File: config.mk
export PLATFORM = sky130hd
export DESIGN_NAME = rob_inorder
export DESIGN_NICKNAME = d
export VERILOG_FILES = /design/src/rtl/rob_pkg.sv /design/src/rtl/rob_tag_match.sv /design/src/rtl/rob_retire_sel.sv /design/src/rtl/rob_inorder.sv
export SDC_FILE = /design/constraint.sdc
export NUM_CORES = 1
export LEC_CHECK = 0
export ABC_AREA = 0
export BUFFER_PORTS_ARGS = -buffer_cell sky130_fd_sc_hd__buf_4
export CAP_MARGIN = 10
export CORE_AREA = 5 5 142 131
export CTS_BUF_LIST = sky130_fd_sc_hd__clkbuf_8
export CTS_CLUSTER_SIZE = 24
export DETAILED_ROUTE_END_ITERATION = 10
export DIE_AREA = 0 0 147 136
export GPL_ROUTABILITY_DRIVEN = 0
export SYNTH_ARGS = -nofsm -noshare
export SYNTH_HDL_FRONTEND = slang
export SYNTH_HIERARCHICAL = 1
export SYNTH_SLANG_ARGS = --single-unit
File: constraint.sdc
create_clock -name clk -period 8.2 [get_ports clk]
set_clock_uncertainty 0.15 [all_clocks]
set_input_delay 0 -clock clk [delete_from_list [all_inputs] [get_ports clk]]
set_output_delay 0 -clock clk [all_outputs]
set_load 0.02 [all_outputs]
File: src/rtl/rob_pkg.sv
package rob_pkg;

    // Number of entries that leave the head in one cycle.
    typedef enum logic [1:0] {
        RET_NONE = 2'd0,
        RET_ONE  = 2'd1,
        RET_TWO  = 2'd2
    } ret_cnt_e;

    function automatic ret_cnt_e ret_count(input logic take0, input logic take1);
        if (take0 && take1) return RET_TWO;
        if (take0)          return RET_ONE;
        return RET_NONE;
    endfunction

endpackage

File: src/rtl/rob_tag_match.sv
module rob_tag_match #(
    parameter int DEPTH = 8,
    parameter int TAG_W = 4
) (
    input  logic [DEPTH-1:0]            slot_vld,
    input  logic [DEPTH-1:0]            slot_done,
    input  logic [DEPTH-1:0][TAG_W-1:0] slot_tag,
    input  logic                        rpt_valid,
    input  logic [TAG_W-1:0]            rpt_tag,
    output logic [DEPTH-1:0]            hit
);

    // One comparator per slot; only occupied, still-pending slots can hit.
    for (genvar g = 0; g < DEPTH; g++) begin : g_cmp
        assign hit[g] = rpt_valid && slot_vld[g] && !slot_done[g]
                        && (slot_tag[g] == rpt_tag);
    end

endmodule

File: src/rtl/rob_retire_sel.sv
module rob_retire_sel #(
    parameter int DEPTH = 8,
    parameter int IDX_W = 3
) (
    input  logic [DEPTH-1:0] slot_vld,
    input  logic [DEPTH-1:0] slot_done,
    input  logic [IDX_W-1:0] head_idx,
    input  logic             hold,
    output logic             take0,
    output logic             take1,
    output logic [IDX_W-1:0] idx0,
    output logic [IDX_W-1:0] idx1,
    output rob_pkg::ret_cnt_e cnt
);

    always_comb begin
        idx0  = head_idx;
        idx1  = head_idx + IDX_W'(1);
        take0 = !hold && slot_vld[idx0] && slot_done[idx0];
        take1 = take0 && slot_vld[idx1] && slot_done[idx1];
        cnt   = rob_pkg::ret_count(take0, take1);
    end

endmodule

File: src/rtl/rob_inorder.sv
module rob_inorder #(
    parameter int DEPTH  = 8,
    parameter int TAG_W  = 4,
    parameter int AREG_W = 5,
    localparam int IDX_W = $clog2(DEPTH),
    localparam int PTR_W = IDX_W + 1
) (
    input  logic              clk,
    input  logic              rst_n,
    input  logic              flush,
    input  logic              iss_valid,
    input  logic [TAG_W-1:0]  iss_tag,
    input  logic [AREG_W-1:0] iss_areg,
    output logic [IDX_W-1:0]  alloc_idx,
    output logic              full,
    output logic              empty,
    input  logic              fin_valid,
    input  logic [TAG_W-1:0]  fin_tag,
    output logic              cmt0_valid,
    output logic [TAG_W-1:0]  cmt0_tag,
    output logic [AREG_W-1:0] cmt0_areg,
    output logic              cmt1_valid,
    output logic [TAG_W-1:0]  cmt1_tag,
    output logic [AREG_W-1:0] cmt1_areg
);

    typedef struct packed {
        logic [DEPTH-1:0]             vld;
        logic [DEPTH-1:0]             done;
        logic [DEPTH-1:0][TAG_W-1:0]  tag;
        logic [DEPTH-1:0][AREG_W-1:0] areg;
        logic [PTR_W-1:0]             head;
        logic [PTR_W-1:0]             tail;
    } rob_state_t;

    rob_state_t s_d, s_q;

    logic [DEPTH-1:0]  hit;
    logic              take0, take1;
    logic [IDX_W-1:0]  idx0, idx1;
    rob_pkg::ret_cnt_e ret_cnt;
    logic [IDX_W-1:0]  head_idx, tail_idx;
    logic              accept;

    assign head_idx = s_q.head[IDX_W-1:0];
    assign tail_idx = s_q.tail[IDX_W-1:0];

    // The wrap bit tells a full queue from an empty one.
    assign empty = (s_q.head == s_q.tail);
    assign full  = (head_idx == tail_idx) && (s_q.head[IDX_W] != s_q.tail[IDX_W]);
    assign alloc_idx = tail_idx;
    assign accept = iss_valid && !full && !flush;

    rob_tag_match #(.DEPTH(DEPTH), .TAG_W(TAG_W)) u_match (
        .slot_vld  (s_q.vld),
        .slot_done (s_q.done),
        .slot_tag  (s_q.tag),
        .rpt_valid (fin_valid),
        .rpt_tag   (fin_tag),
        .hit       (hit)
    );

    rob_retire_sel #(.DEPTH(DEPTH), .IDX_W(IDX_W)) u_sel (
        .slot_vld  (s_q.vld),
        .slot_done (s_q.done),
        .head_idx  (head_idx),
        .hold      (flush),
        .take0     (take0),
        .take1     (take1),
        .idx0      (idx0),
        .idx1      (idx1),
        .cnt       (ret_cnt)
    );

    assign cmt0_valid = take0;
    assign cmt0_tag   = s_q.tag[idx0];
    assign cmt0_areg  = s_q.areg[idx0];
    assign cmt1_valid = take1;
    assign cmt1_tag   = s_q.tag[idx1];
    assign cmt1_areg  = s_q.areg[idx1];

    always_comb begin
        s_d = s_q;
        if (flush) begin
            s_d.vld  = '0;
            s_d.done = '0;
            s_d.head = '0;
            s_d.tail = '0;
        end else begin
            s_d.done = s_q.done | hit;
            if (take0) begin
                s_d.vld[idx0]  = 1'b0;
                s_d.done[idx0] = 1'b0;
            end
            if (take1) begin
                s_d.vld[idx1]  = 1'b0;
                s_d.done[idx1] = 1'b0;
            end
            s_d.head = s_q.head + PTR_W'(ret_cnt);
            if (accept) begin
                s_d.vld[tail_idx]  = 1'b1;
                s_d.done[tail_idx] = 1'b0;
                s_d.tag[tail_idx]  = iss_tag;
                s_d.areg[tail_idx] = iss_areg;
                s_d.tail           = s_q.tail + PTR_W'(1);
            end
        end
    end

    always_ff @(posedge clk or negedge rst_n) begin
        if (!rst_n) s_q <= '0;
        else        s_q <= s_d;
    end

endmodule

==> results.toml <==
[floorplanning]
num_rows = 46
die_x_microns = 147
ios = 43
fp.coreArea_sq_um = 17100
design.die.area_sq_um = 20000
start_util_pct = 33.9
die_y_microns = 136

[clocking]
postCtsSetupRepairBufs = 0
cts_tree = "yes"
clk_latency_ns = 0.38
clk_path_buf_depth = 2
numCtsBuffers = 9
cts.clk_slew.worst_paths_ns = 0.10
htree_levels = 3
cts_sinks = 96
clock-root-buffer = "clkbuf_8"

[global_route]
grt_max_degree = 71
grt_pass1_wl_microns = 23100
antenna_found_initial = 0
grt_use_met1_pct = 20.8
grtUsageMet3_pct = 3.20
grt_remaining_overflow = 0
grt_pass1_vias = 3970
grtUsageTotal_pct = 15.1
use_met2_pct = 23.8
grt.busiest_layer = "met2"

[power]
ir_drop_v = 0.000145
leakage_nw = 2.86
seq_power_share_pct = 46.5
power_switching_w = 0.000375
powerDensity_nw_per_um2 = 191
pwr-share-clk_pct = 26.2
comb_power_share_pct = 27.3
swShare_pct = 29.4
intPower_w = 0.000899

[worst_setup_path]
startpoint_type = "register"
crit_buf_inv = 2
criticalPathCategory = "register to register"
cpMostUsedCell = "nor2_1"
endpoint_kind = "register"
cp.required_ns = 8.31
crit_chain = "buf_4 > inv_2 > mux4_1 > mux2i_1 > nor2_1 > ha_1 > fa_1 > xnor2_1 > nor2_1"
cp_slowest_cell = "mux4_1"
critPathMaxStageDelay_ns = 0.65
worstPathArrival_ns = 3.39
cp_max_fo = 25
crit_family = "buffers and inverters"

[final_layout]
fillers = 1587
nets = 499
area_growth_pct = 14.9
fin_util_pct = 38.9
drive_gt1_share_pct = 45.9
antenna_cells = 0

[status]
run_status = "finished clean"

[detailed_routing]
drt-initial-drc-count = 271
ant_nets = 0
wl_per_cell_microns = 20.6
drt-vias-per-instance = 5.39
drc = 0
dr.pass1.iters = 4
wirelength_microns = 14400
dr_total_vias = 3755

[synth]
async_flop_share_pct = 100
synthCells = 430
syn_avg_cell_area_sq_um = 13.5
ys_ff_latch = 96
ys_seq_area_share_pct = 41.5
synth.distinct_cells = 46
ys.flop_type = "dfrtp_1"
synth_edf_count = 0
syn_nets = 453
ys_warn_count = 6
syn_area_sq_um = 5790

[sta]
finalSetupViolations = 0
fmax_mhz = 305
fin_crit_ns = 3.28
rsz0062_at_grt = "no"
finalHoldViolations = 0
finalSetupTns_ns = 0
slew_viol_final = 0
timing.slew.headroom_pct = 40.4
fin_crit_sh_pct = 40.0
tightestPinTransition_ns = 0.895

[placed_design]
dp_hpwl_microns = 9620
io_buffer_count = 42

[hold_path]
hold_class = "input pin to register"

[flow_run]
drv_cap = 0
[worst reg2reg max path: stages, from the launching register on]
cell and delay, ns:
dfrtp_1 0.36, buf_4 0.28, inv_2 0.62, mux4_1 0.66, mux2i_1 0.22, nor2_1 0.07, ha_1 0.23, fa_1 0.38
xnor2_1 0.15, nor2_1 0.06
[repair_timing]
action / 4_1_cts / 5_1_grt
gates resized for setup: 0 / 0
hold buffers: 15 / 0
endpoints found under the hold margin: 119 / 0
[final timing paths]
path,startpoint,depth (start not counted),endpoint,slack (ns)
worst min register to register,s_q[93],1,s_q[93],0.36
worst min-delay path,fin_tag[2],6,s_q[85],0.05
min in group asynchronous,rst_n,4,asynchronous set/reset pin,0.48
worst max register to register,head_idx[0],9,head_idx[2],4.92
max in group asynchronous,rst_n,4,asynchronous set/reset pin,6.52
worst max-delay path,head_idx[0],9,head_idx[2],4.92
[power by group through the flow]
stage          registers [W]  logic (W)  clock network [W]
5_1_grt             0.000602   0.000376           0.000362
6_report            0.000592   0.000348           0.000334
3_5_place_dp        0.000600   0.000346                  0
2_1_floorplan       0.000581   0.000249                  0
3_3_place_gp        0.000596   0.000338                  0
4_1_cts             0.000592   0.000354           0.000347
[synth_stat cells, drive strengths merged, types with 8 or more instances]
master / count / area, sq um
buf: 27 / 185
dfrtp: 96 / 2400
mux2: 90 / 1070
mux4: 40 / 912
nand2: 24 / 92.6
nand2b: 8 / 50.1
nand3: 10 / 50.1
nor2: 16 / 60.1
nor3: 13 / 76.3
nor4: 11 / 119
xnor2: 30 / 263
xor2: 10 / 87.6
[final cells by class]
cell class                      instances  area (sq um)  area share, %
Multi-Input combinational cell        298          3200           48.1
Clock buffer                           11           151           2.28
Timing Repair Buffer                   67           551           8.28
Sequential cell                        96          2400           36.1
Tap cell                              216           270           4.06
Inverter                                4          16.3          0.244
Clock inverter                          5          61.3          0.922
[cell usage in the layout (no fill, tap or decap), types with 4 or more instances in the layout]
cell,n
dfrtp_1,96
mux2_4,16
a21o_1,5
ha_1,4
mux4_2,37
dlygate4sd3_1,14
nand3_1,10
xnor2_1,30
buf_4,52
nand2_1,23
nor2b_1,4
nor2_1,16
nor3_1,7
mux2_2,74
nor4_2,8
clkbuf_8,11
nor3_2,5
nand2b_1,8
xor2_1,9
o22ai_1,5
[stage by stage]
step	std cells	hold WS [ns]	power, W	cell area (sq um)	setup slack, ns
finish	697	0.0506	0.00127	6650	4.92
global route	697	0.107	0.00134	6650	4.59
CTS	697	0.0407	0.00129	6650	4.88
detailed placement	666	-0.201	0.000946	6280	4.89
global placement	666	-0.205	0.000934	6280	4.94
floorplan	430	-0.446	0.000829	5790	5.57
[cell families (layout without fill, tap and decap cells)]
| family | after synthesis | count (layout) | synth area share [%] |
|---|---|---|---|
| buffers and inverters | 36 | 87 | 3.80 |
| multiplexers | 133 | 133 | 34.8 |
| adder cells (fa/ha/maj) | 5 | 5 | 1.21 |
| AND/OR/NAND/NOR | 99 | 99 | 9.92 |
| XOR/XNOR | 40 | 40 | 6.05 |
| AO/OA/AOI/OAI | 21 | 21 | 2.72 |
| flip-flops | 96 | 96 | 41.5 |
[per-layer routing]
metal | share of wire [%] | vias up
met5 | 0 | -
met4 | 1.9 | 0
met3 | 5.0 | 19
met2 | 46 | 100
met1 | 47 | 1950
li1 | - | 1686
Note: power is estimated with default switching activity, not from simulation.
